==> config.mk <==
export PLATFORM = sky130hd
export DESIGN_NAME = efuse_rd_ctrl
export DESIGN_NICKNAME = d
export VERILOG_FILES = /design/src/rtl/efuse_pkg.sv /design/src/rtl/efuse_array.sv /design/src/rtl/efuse_regs.sv /design/src/rtl/efuse_seq.sv /design/src/rtl/efuse_rd_ctrl.sv
export SDC_FILE = /design/constraint.sdc
export NUM_CORES = 1
export LEC_CHECK = 0
export BUFFER_PORTS_ARGS = -buffer_cell sky130_fd_sc_hd__buf_2
export CAP_MARGIN = 40
export CORE_MARGIN = 2
export CORE_UTILIZATION = 53
export CTS_BUF_LIST = sky130_fd_sc_hd__clkbuf_8
export CTS_CLUSTER_DIAMETER = 30
export CTS_CLUSTER_SIZE = 14
export DETAILED_ROUTE_END_ITERATION = 8
export GPL_ROUTABILITY_DRIVEN = 0
export GPL_TIMING_DRIVEN = 0
export PLACE_DENSITY = 0.85
export SETUP_SLACK_MARGIN = 0.15
export SLEW_MARGIN = 30
export SYNTH_ARGS = -nofsm -noshare
export SYNTH_HDL_FRONTEND = slang
export SYNTH_SLANG_ARGS = --single-unit
==> constraint.sdc <==
create_clock -name clk -period 2.39 [get_ports clk]
set_input_delay 0.1195 -clock clk [delete_from_list [all_inputs] [get_ports clk]]
set_output_delay 0.1195 -clock clk [all_outputs]
set_load 0.03 [all_outputs]
==> src/rtl/efuse_pkg.sv <==
package efuse_pkg;

  localparam logic [7:0] OFF_CTL1 = 8'h04;
  localparam logic [7:0] OFF_DATA = 8'h08;
  localparam logic [7:0] OFF_CTL4 = 8'h10;

  localparam int BIT_LATCH  = 11;
  localparam int BIT_RDEN   = 24;
  localparam int BIT_LAUNCH = 25;
  localparam int BIT_BUSY   = 26;
  localparam int BIT_PWRDN  = 27;
  localparam int BIT_CRYPT  = 10;

  localparam logic [31:0] CTL1_RW_MASK  = 32'h0BFF_7FFF;
  localparam logic [31:0] CTL1_RST_VAL  = 32'h0800_0000;
  localparam logic [31:0] CTL4_RW_MASK  = 32'h0000_0400;

  function automatic logic [7:0] fuse_byte(input int seed, input int idx);
    int v;
    v = (idx * 29 + seed) ^ (idx >> 3);
    return v[7:0];
  endfunction

endpackage

==> src/rtl/efuse_array.sv <==
module efuse_array #(
  parameter int WORD_BYTES = 4,
  parameter int WORDS      = 128,
  parameter int SEED       = 8'h5A,
  localparam int WORD_W    = WORD_BYTES * 8,
  localparam int IDX_W     = (WORDS > 1) ? $clog2(WORDS) : 1
) (
  input  logic              clk,
  input  logic              en,
  input  logic [IDX_W-1:0]  idx,
  output logic [WORD_W-1:0] q
);
  import efuse_pkg::*;

  logic [WORD_W-1:0] mem [WORDS];

  initial begin
    for (int w = 0; w < WORDS; w++) begin
      for (int b = 0; b < WORD_BYTES; b++) begin
        mem[w][8*b +: 8] = fuse_byte(SEED, w * WORD_BYTES + b);
      end
    end
  end

  always_ff @(posedge clk) begin
    if (en) q <= mem[idx];
  end

endmodule

==> src/rtl/efuse_regs.sv <==
module efuse_regs #(
  parameter int ADDR_W  = 5,
  parameter int FADDR_W = 11
) (
  input  logic               clk,
  input  logic               rst,
  input  logic [ADDR_W-1:0]  bus_addr,
  input  logic [31:0]        bus_wdata,
  input  logic               bus_we,
  input  logic               bus_re,
  output logic [31:0]        bus_rdata,
  input  logic               busy,
  input  logic [31:0]        data_word,
  output logic               latch_stb,
  output logic [FADDR_W-1:0] latch_addr,
  output logic               launch_stb,
  output logic               launch_ok
);
  import efuse_pkg::*;

  logic [31:0] ctl1_q;
  logic [31:0] ctl4_q;
  logic        hit_ctl1, hit_data, hit_ctl4;
  logic        wr_ctl1;

  assign hit_ctl1 = (bus_addr == ADDR_W'(OFF_CTL1));
  assign hit_data = (bus_addr == ADDR_W'(OFF_DATA));
  assign hit_ctl4 = (bus_addr == ADDR_W'(OFF_CTL4));
  assign wr_ctl1  = bus_we && hit_ctl1;

  // Strobes are the high-then-low toggle: stored bit 1, new write 0.
  assign latch_stb  = wr_ctl1 && ctl1_q[BIT_LATCH] && !bus_wdata[BIT_LATCH];
  assign latch_addr = bus_wdata[FADDR_W-1:0];
  assign launch_stb = wr_ctl1 && ctl1_q[BIT_LAUNCH] && !bus_wdata[BIT_LAUNCH];
  assign launch_ok  = bus_wdata[BIT_RDEN] && !bus_wdata[BIT_PWRDN];

  always_ff @(posedge clk) begin
    if (rst) begin
      ctl1_q <= CTL1_RST_VAL;
      ctl4_q <= '0;
    end else if (bus_we) begin
      if (hit_ctl1) ctl1_q <= bus_wdata & CTL1_RW_MASK;
      if (hit_ctl4) ctl4_q <= bus_wdata & CTL4_RW_MASK;
    end
  end

  always_ff @(posedge clk) begin
    if (rst) begin
      bus_rdata <= '0;
    end else if (bus_re) begin
      if (hit_ctl1)      bus_rdata <= ctl1_q | (32'(busy) << BIT_BUSY);
      else if (hit_data) bus_rdata <= data_word;
      else if (hit_ctl4) bus_rdata <= ctl4_q;
      else               bus_rdata <= '0;
    end else begin
      bus_rdata <= '0;
    end
  end

endmodule

==> src/rtl/efuse_seq.sv <==
module efuse_seq #(
  parameter int WORD_BYTES = 4,
  parameter int WORDS      = 128,
  parameter int FADDR_W    = 11,
  parameter int RD_LATENCY = 8,
  localparam int WORD_W    = WORD_BYTES * 8,
  localparam int IDX_W     = (WORDS > 1) ? $clog2(WORDS) : 1,
  localparam int CNT_W     = $clog2(RD_LATENCY)
) (
  input  logic               clk,
  input  logic               rst,
  input  logic               latch_stb,
  input  logic [FADDR_W-1:0] latch_addr,
  input  logic               launch_stb,
  input  logic               launch_ok,
  input  logic [WORD_W-1:0]  rom_q,
  output logic               rom_en,
  output logic [IDX_W-1:0]   rom_idx,
  output logic               busy,
  output logic [31:0]        data_q,
  output logic [FADDR_W-1:0] addr_q
);
  logic [CNT_W-1:0] cnt;
  logic             out_of_range;

  assign out_of_range = (32'(addr_q) >= WORDS);
  assign rom_idx      = addr_q[IDX_W-1:0];
  assign rom_en       = busy;

  always_ff @(posedge clk) begin
    if (rst) begin
      addr_q <= '0;
      busy   <= 1'b0;
      cnt    <= '0;
      data_q <= '0;
    end else if (!busy) begin
      if (latch_stb) addr_q <= latch_addr;
      if (launch_stb && launch_ok) begin
        busy <= 1'b1;
        cnt  <= CNT_W'(RD_LATENCY - 1);
      end
    end else if (cnt != '0) begin
      cnt <= cnt - 1'b1;
    end else begin
      busy   <= 1'b0;
      data_q <= out_of_range ? 32'd0 : 32'(rom_q);
    end
  end

endmodule

==> src/rtl/efuse_rd_ctrl.sv <==
module efuse_rd_ctrl #(
  parameter int ADDR_W      = 5,
  parameter int WORD_BYTES  = 4,
  parameter int ARRAY_BYTES = 512,
  parameter int RD_LATENCY  = 8,
  parameter int FUSE_SEED   = 8'h5A,
  localparam int FADDR_W    = 11,
  localparam int WORDS      = ARRAY_BYTES / WORD_BYTES,
  localparam int WORD_W     = WORD_BYTES * 8,
  localparam int IDX_W      = (WORDS > 1) ? $clog2(WORDS) : 1
) (
  input  logic              clk,
  input  logic              rst,
  input  logic [ADDR_W-1:0] bus_addr,
  input  logic [31:0]       bus_wdata,
  input  logic              bus_we,
  input  logic              bus_re,
  output logic [31:0]       bus_rdata
);
  logic               latch_stb, launch_stb, launch_ok;
  logic [FADDR_W-1:0] latch_addr;
  logic               rd_busy;
  logic [31:0]        rd_data;
  logic [FADDR_W-1:0] rd_addr;
  logic               rom_en;
  logic [IDX_W-1:0]   rom_idx;
  logic [WORD_W-1:0]  rom_q;

  efuse_regs #(.ADDR_W(ADDR_W), .FADDR_W(FADDR_W)) u_regs (
    .clk(clk), .rst(rst),
    .bus_addr(bus_addr), .bus_wdata(bus_wdata),
    .bus_we(bus_we), .bus_re(bus_re), .bus_rdata(bus_rdata),
    .busy(rd_busy), .data_word(rd_data),
    .latch_stb(latch_stb), .latch_addr(latch_addr),
    .launch_stb(launch_stb), .launch_ok(launch_ok)
  );

  efuse_seq #(.WORD_BYTES(WORD_BYTES), .WORDS(WORDS), .FADDR_W(FADDR_W),
              .RD_LATENCY(RD_LATENCY)) u_seq (
    .clk(clk), .rst(rst),
    .latch_stb(latch_stb), .latch_addr(latch_addr),
    .launch_stb(launch_stb), .launch_ok(launch_ok),
    .rom_q(rom_q), .rom_en(rom_en), .rom_idx(rom_idx),
    .busy(rd_busy), .data_q(rd_data), .addr_q(rd_addr)
  );

  efuse_array #(.WORD_BYTES(WORD_BYTES), .WORDS(WORDS), .SEED(FUSE_SEED)) u_array (
    .clk(clk), .en(rom_en), .idx(rom_idx), .q(rom_q)
  );

endmodule

==> impl_metrics.yaml, run 1 <==
setup_path:
  reg2reg_slack_ps: 270
  crit_required_ps: 2590
  cp_data_arrival_time_ps: 2310
  critical_path.startpoint_type: "register"
  cp_max_fo: 10
  cpLargestDelayFamily: "buffers and inverters"
  max_stage_delay_ps: 380
  cp_slowest_cell: "dfxtp_4"
  crit_chain: "buf_8 -> buf_8 -> inv_1 -> ha_1 -> buf_4 -> o21ai_1 -> mux2i_1 -> nand3_1 -> o22a_1"
  crit_buf_inv: 4
  cp_common_cell: "buf_8"
  critical_path_class: "reg2reg"
  endpoint_kind: "register"
logic_synthesis:
  syn_avg_cell_area_um2: 9.26
  ys_types: 43
  synth.net_count: 581
  synth_area_um2: 4920
  synth_ff_type: "dfxtp_1"
  synth_cells: 531
  synth-seq-cells: 122
  synth_edf_count: 24
  yosysWarnings: 0
  ys_seq_area_share_pct: 54.6
  synthArstFlopShare_pct: 0
route:
  avgRoutedWirePerCell_um: 17.0
  ant_nets: 0
  firstDrtPassIters: 5
  drt-total-wl_mm: 13.1
  vias_per_cell: 5.74
  drc: 0
  drt-initial-drc-count: 299
  num_vias: 4408
flow_run:
  timing.max_cap.violations: 0
cts:
  cts_max_level: 4
  clk_latency_ps: 440
  cts_buffer_depth: 2
  cts_tree: "done"
  clk_pin_slew_ps: 70
  clock-root-buffer: "clkbuf_8"
  cts_made_buffers: 17
  cts_sinks: 122
floorplan:
  die_y_um: 100
  coreArea_um2: 9110
  start_util_pct: 54.0
  die_w_um: 100
  io_pins: 73
  die_area_um2: 10100
  rows: 35
power_and_ir_drop:
  irDropWorstVdd_uv: 329
  power_leakage_nw: 2.34
  power_density_nw_per_um2: 658
finish:
  fin_cells: 768
  fin_util_pct: 67.1
  nets: 694
  final_cell_area_um2: 6110
  final_layout_size_suffix_gt1_share_pct: 18.1
  antennaDiodeCount: 0
  area_delta_synth_final_pct: 24.3
timing:
  drv_slew: 0
  max_freq_mhz: 472
  hold_viol: 0
  finalSetupViolCount: 0
  finalCritPeriodShare_pct: 88.6
  fin_setup_tns_ps: 0
  skew_ps: 8.99
  period_minus_slack_ps: 2120
  hold_slack_ps: 14.2
  tightest_slew_ps: 657
  relSlewSlack_pct: 56.1
  rsz0062_at_grt: "no"
global_route:
  first_global_vias: 4458
  antenna_found_initial: 0
  grt_start_max_net_pins: 18
  gr-total-overflow: 0
  grtUsageTotal_pct: 27.0
  grt_pass1_wl_mm: 21.0
outcome:
  status: "finished clean"
min_path:
  hold_class: "in2reg"
place:
  port_buffers: 66
  placed_area_um2: 5400
  dp_cells: 709
  hpwl_mm: 8.77
==> synthesized netlist by cell type (9+ instances only) <==
cell	n	area, um^2
a21oi_1	53	265
a22oi_1	39	293
clkbuf_1	31	116
dfxtp_1	98	1960
edfxtp_1	24	721
ha_1	9	113
inv_1	15	56.3
mux2i_1	16	160
nand2_1	86	323
nor2_1	63	236
o21ai_0	9	45.0
xnor2_1	11	96.3
==> placed cells by master, fill, tap and decap left out, types with 4 or more instances in the layout <==
master	synthesis	final
dfxtp_1	98	96
nand2_1	86	86
buf_2	3	69
nor2_1	63	62
a21oi_1	53	53
a22oi_1	39	38
dlygate4sd3_1	0	26
clkbuf_1	31	24
edfxtp_1	24	24
clkbuf_8	0	18
mux2i_1	16	16
inv_1	15	15
xnor2_1	11	11
ha_1	9	9
o21ai_0	9	8
and3_1	8	8
nor2b_1	7	7
nand2b_1	6	6
a211oi_1	6	6
clkbuf_2	0	5
nor3_1	4	4
xor2_1	4	4
clkinv_2	0	4
==> where the power goes <==
part / total (W) / internal, W / switching [W]
Combinational: 0.000134 / 0.0000609 / 0.0000731
Sequential: 0.00209 / 0.00209 / 0.00000202
Clock: 0.00180 / 0.000954 / 0.000841
==> final timing paths <==
path | from | to | cells past startpoint
worst max-delay path | u_seq.addr_q[0] | u_array.q[15] | 9
worst min-delay path | bus_addr[1] | u_regs.bus_rdata[10] | 3
worst max register to register | u_seq.addr_q[0] | u_array.q[15] | 9
worst min register to register | u_regs.ctl1_q[10] | u_regs.ctl1_q[10] | 2
==> timing repair <==
item / in CTS / in global routing
setup endpoints to repair: 25 / 24
pin swaps: 1 / 5
hold buffers: 26 / 0
endpoints found under the hold margin: 35 / 0
buffers inserted: 1 / 0
gates resized for setup: 12 / 11
==> tightest hold or removal path: stages <==
cell and delay, ps:
buf_2 100, or4_1 110, a221oi_1 70
==> state kept, by name, summed over array words and instances (netlist names) <==
signal,cells
u_seq.busy,1
u_seq.data_q,24
u_array.q,24
u_regs.bus_rdata,32
u_regs.ctl4_q,1
u_regs.ctl1_q,26
u_seq.cnt,3
u_seq.addr_q,11
==> per-layer routing <==
layer	GRT usage, %	part of all wire, %	up-vias	routed length [um]
met5	0	0	-	0
met4	13.4	3.2	0	415
met3	7.87	7.8	48	1020
met2	46.3	50	229	6560
met1	30.7	39	2071	5090
li1	-	-	2060	-
==> kinds of logic (layout without fill, tap and decap cells) <==
logic type | after synthesis | in the layout | synth area share, %
compound gates | 125 | 125 | 16.0
buf+inv | 55 | 181 | 4.35
xor+xnor | 15 | 15 | 2.67
simple gates | 189 | 189 | 16.8
fa+ha+maj | 9 | 9 | 2.29
flops | 122 | 122 | 54.6
mux | 16 | 16 | 3.26
==> cell type report <==
cell class              count  area [um^2]
fillers                   632         3000
flip-flops and latches    122         2690
multi-input cells         354         2030
repair buffers             94          609
clock buffers              18          248
plain buffers              40          194
clock inverters            14          145
well taps                 111          139
inverters                  15         56.3
==> stage by stage <==
stage	power, W	setup slack (ps)
detailed placement	0.00224	-185
finish	0.00402	271
global placement	0.00223	-335
CTS	0.00401	153
global route	0.00413	167
floorplan	0.00218	187
Power figures use the tool's default switching activity.
==> inputs of run 2 (changes only) <==
Settings changed: CORE_UTILIZATION 53 to 51, CTS_BUF_LIST sky130_fd_sc_hd__clkbuf_8 to default, PLACE_DENSITY 0.85 to 0.82.
==> impl_metrics.yaml, run 2 (synthesized netlist as in run 1, its figures left out) <==
global_route:
  first_global_vias: 4625
  antenna_found_initial: 0
  grtUsageTotal_pct: 28.8
  grt_start_max_net_pins: 17
  grt_pass1_wl_mm: 22.7
  gr-total-overflow: 0
finish:
  multi_input_area_um2: 2020
  reg_top3: "u_regs.bus_rdata: 32 flops, u_regs.ctl1_q: 26 flops"
  antennaDiodeCount: 0
  nets: 699
  area_delta_synth_final_pct: 28.6
  layout_commonest_cell: "dfxtp_1"
  top_register: "u_regs.bus_rdata"
  fin_cells: 791
  largest_register_ffs: 32
  layout_common_cells: "dfxtp_1 (95), nand2_1 (86), buf_2 (69)"
  seqCellArea_um2: 2690
  n_fill_cell: 663
  final_layout_size_suffix_gt1_share_pct: 17.8
power_and_ir_drop:
  p_clk_share_pct: 51.2
  p_switching_w: 0.00103
  irDropWorstVdd_uv: 495
  switching_share_pct: 22.4
  pwr-share-comb_pct: 3.2
  seqPwrFrac_pct: 45.6
  power_density_nw_per_um2: 726
  power_leakage_nw: 2.42
  p_int_w: 0.00356
setup_path:
  cp_data_arrival_time_ps: 2360
  crit_required_ps: 2630
  cp_max_fo: 10
  cp_slowest_cell: "buf_1"
  max_stage_delay_ps: 410
  crit_chain: "clkbuf_1 -> buf_1 -> clkbuf_2 -> o22ai_1 -> a21oi_1 -> o21ai_0"
  critical_path_class: "reg2reg"
  reg2reg_slack_ps: 270
  endpoint_kind: "register"
  critical_path.startpoint_type: "register"
floorplan:
  coreArea_um2: 9280
  start_util_pct: 53.0
  io_pins: 73
  die_area_um2: 10400
  die_w_um: 102
  rows: 35
  die_y_um: 102
timing:
  tightest_slew_ps: 663
  period_minus_slack_ps: 2120
  finalSetupViolCount: 0
  finalCritPeriodShare_pct: 88.7
  hold_viol: 0
  skew_ps: 5.13
  max_freq_mhz: 472
  hold_slack_ps: 39.0
  relSlewSlack_pct: 55.6
  rsz0062_at_grt: "yes"
  drv_slew: 0
cts:
  cts_max_level: 4
  cts_buffer_depth: 2
  clock-root-buffer: "clkbuf_8"
  cts_tree: "done"
  clk_pin_slew_ps: 60
  cts_sinks: 122
  clk_latency_ps: 520
  cts_made_buffers: 17
route:
  firstDrtPassIters: 5
  drt-initial-drc-count: 345
  drc: 0
  drt-total-wl_mm: 14.1
  vias_per_cell: 5.70
  num_vias: 4509
  ant_nets: 0
  avgRoutedWirePerCell_um: 17.8
outcome:
  status: "finished clean"
flow_run:
  timing.max_cap.violations: 0
place:
  hpwl_mm: 8.76
  port_buffers: 66
  dp_cells: 727
min_path:
  hold_class: "in2reg"
## run 2: routing by layer
metal | part of all wire [%] | vias up | global-route usage, %
met4 | 4.2 | 0 | 16.0
met2 | 49 | 259 | 49.0
met3 | 8.0 | 55 | 8.28
met1 | 39 | 2119 | 32.5
li1 | - | 2076 | -
met5 | 0 | - | 0
## run 2: cell type report
type | instances | area share (%)
Buffer | 40 | 2.95
Inverter | 15 | 0.891
Clock buffer | 18 | 6.77
Timing Repair Buffer | 99 | 10.4
Sequential cell | 122 | 42.5
Multi-Input combinational cell | 354 | 32.0
Clock inverter | 14 | 1.92
Tap cell | 129 | 2.55
## run 2: worst paths after layout
check        cells after the start                   end        startpoint
max                              6         u_array.q[30]   u_seq.addr_q[3]
min                              3  u_regs.bus_rdata[29]               rst
max reg2reg                      6         u_array.q[30]   u_seq.addr_q[3]
min reg2reg                      2      u_regs.ctl1_q[1]  u_regs.ctl1_q[1]
## run 2: metrics by stage
step | TNS, ps | util [%] | power [W] | setup slack, ps | cell area, um^2
4_1_cts | 0 | 67.9 | 0.00457 | 160 | 6300
3_5_place_dp | -594 | 58.4 | 0.00224 | -210 | 5430
6_report | 0 | 68.1 | 0.00459 | 270 | 6320
2_1_floorplan | 0 | - | 0.00218 | 187 | 4920
5_1_grt | 0 | 68.1 | 0.00468 | 141 | 6320
3_3_place_gp | -7210 | 58.3 | 0.00223 | -365 | 5410
## run 2: critical path, delay by kind of cell, from the launching register on
family	cells	cell delay, ps
flops	1	300
buf+inv	3	1090
compound gates	3	430
## run 2: power groups by stage
stage	clock [W]	sequential (W)	combinational [W]
2_1_floorplan	0	0.00214	0.0000396
3_3_place_gp	0	0.00214	0.0000950
3_5_place_dp	0	0.00214	0.0000978
4_1_cts	0.00234	0.00209	0.000137
5_1_grt	0.00243	0.00209	0.000159
6_report	0.00235	0.00209	0.000145
## run 2: repair_timing
| action | 4_1_cts | 5_1_grt |
|---|---|---|
| buffers inserted | 1 | 1 |
| pin swaps | 0 | 2 |
| hold buffers | 30 | 0 |
| gates resized for setup | 10 | 8 |
| endpoints found under the setup margin | 24 | 27 |
| cloned | 0 | 0 |
| endpoints found under the hold margin | 39 | 0 |
==> inputs of run 3 (changes only) <==
Settings changed: CELL_PAD_IN_SITES_DETAIL_PLACEMENT from default to 1, CELL_PAD_IN_SITES_GLOBAL_PLACEMENT from default to 2, CORE_UTILIZATION 51 to 31, PLACE_DENSITY 0.82 to 0.81.
==> impl_metrics.yaml, run 3 (synthesized netlist as in run 1, its figures left out) <==
power_and_ir_drop:
  total_power_w: 0.00460
  power_leakage_nw: 2.40
  power_density_nw_per_um2: 720
  irDropWorstVdd_uv: 380
timing:
  finalCritPeriodShare_pct: 91.5
  hold_viol: 0
  tightest_slew_ps: 667
  rsz0062_at_grt: "yes"
  drv_slew: 0
  skew_ps: 9.76
  max_freq_mhz: 457
  finalSetupViolCount: 0
  period_minus_slack_ps: 2190
  relSlewSlack_pct: 55.5
route:
  vias_per_cell: 4.88
  avgRoutedWirePerCell_um: 17.2
  drc: 0
  num_vias: 4247
  ant_nets: 0
  drt-initial-drc-count: 207
  firstDrtPassIters: 4
  drt-total-wl_mm: 14.9
setup_path:
  cp_slowest_cell: "dfxtp_4"
  critical_path_class: "reg2reg"
  crit_buf_inv: 4
  cpLargestDelayFamily: "buffers and inverters"
  endpoint_kind: "register"
  cp_data_arrival_time_ps: 2350
  critical_path.startpoint_type: "register"
  max_stage_delay_ps: 340
  cp_max_fo: 10
  crit_required_ps: 2550
  crit_chain: "clkbuf_8 -> buf_8 -> inv_1 -> ha_1 -> buf_4 -> o21ai_1 -> mux2i_1 -> nand3_1 -> o22a_1"
place:
  hpwl_mm: 10.9
  port_buffers: 66
  placed_area_um2: 5520
min_path:
  hold_class: "in2reg"
flow_run:
  timing.max_cap.violations: 0
finish:
  top_register: "u_regs.bus_rdata"
  final_cell_area_um2: 6390
  antennaDiodeCount: 0
  layout_commonest_cell: "dfxtp_1"
  reg_top3: "u_regs.bus_rdata: 32 flops, u_regs.ctl1_q: 26 flops"
  final_layout_size_suffix_gt1_share_pct: 18.0
  n_fill_cell: 1812
  largest_register_ffs: 32
  layout_common_cells: "dfxtp_1 (95), nand2_1 (86), buf_2 (70)"
  nets: 692
  area_delta_synth_final_pct: 30.0
floorplan:
  io_pins: 73
  die_y_um: 130
  rows: 46
  die_area_um2: 16900
  start_util_pct: 31.3
  die_w_um: 130
  coreArea_um2: 15700
outcome:
  status: "finished clean"
global_route:
  antenna_found_initial: 0
  gr-total-overflow: 0
  grt_start_max_net_pins: 34
  grtUsageTotal_pct: 18.4
  grt_pass1_wl_mm: 23.5
  first_global_vias: 4445
cts:
  clk_pin_slew_ps: 60
  cts_max_level: 4
  cts_made_buffers: 17
  cts_sinks: 122
  clock-root-buffer: "clkbuf_16"
  cts_tree: "done"
  clk_latency_ps: 420
  cts_buffer_depth: 2
## run 3: cell count changes in the layout (fill, tap and decap cells not counted), sizes merged
cell / change
clkinv: +5
clkinvlp: -1
dlygate4sd3: -4
inv: -3
clkbuf: -4
## run 3: worst paths after layout
check / slack (ps) / cells after the start / endpoint / from
worst max-delay path: 200 / 9 / u_array.q[15] / u_seq.addr_q[0]
worst max register to register: 200 / 9 / u_array.q[15] / u_seq.addr_q[0]
worst min register to register: 460 / 2 / u_regs.ctl1_q[9] / u_regs.ctl1_q[9]
worst min-delay path: 50 / 3 / u_regs.bus_rdata[10] / bus_addr[3]
## run 3: routing by layer
| layer | up-vias | track usage, % | wire (um) |
|---|---|---|---|
| li1 | 2070 | - | - |
| met1 | 2059 | 21.7 | 6520 |
| met2 | 96 | 32.8 | 7500 |
| met3 | 22 | 4.10 | 604 |
| met4 | 0 | 6.83 | 318 |
| met5 | - | 0 | 0 |
## run 3: tightest hold or removal path: stages
cell      delay, ps
buf_2           110
or4_1           120
a221oi_1         70
## run 3: area by class of cell
type | instances | area [um^2] | area share [%]
repair buffers | 93 | 598 | 9.36
plain buffers | 39 | 189 | 2.96
clock buffers | 17 | 425 | 6.66
well taps | 216 | 270 | 4.23
flip-flops and latches | 122 | 2690 | 42.2
clock inverters | 15 | 128 | 2.00
multi-input cells | 354 | 2030 | 31.8
inverters | 15 | 56.3 | 0.881
## run 3: metrics by stage
stage	TNS [ps]	worst slack, ps	utilization, %	instances	hold slack, ps
final	0	203	40.7	871	54.3
after global routing	0	145	40.7	871	74.3
after CTS	0	156	40.6	871	41.1
after detailed placement	-6200	-351	35.2	813	373
after floorplan	0	187	-	531	241
after global placement	-13170	-617	35.1	813	365
## run 3: repair_timing
| item | CTS | global route |
|---|---|---|
| hold endpoints to repair | 35 | 0 |
| setup buffers | 1 | 0 |
| endpoints found under the setup margin | 30 | 13 |
| gates resized for setup | 15 | 10 |
| hold buffers | 26 | 0 |
| pin swaps | 1 | 2 |
## run 3: power by group
group,total [W],leakage [nW],internal [W],switching [W]
Combinational,0.000134,1.11,0.0000609,0.0000736
Clock,0.00237,0.274,0.00142,0.000949
Sequential,0.00209,1.02,0.00209,0.00000226
Total,0.00460,2.40,0.00357,0.00102
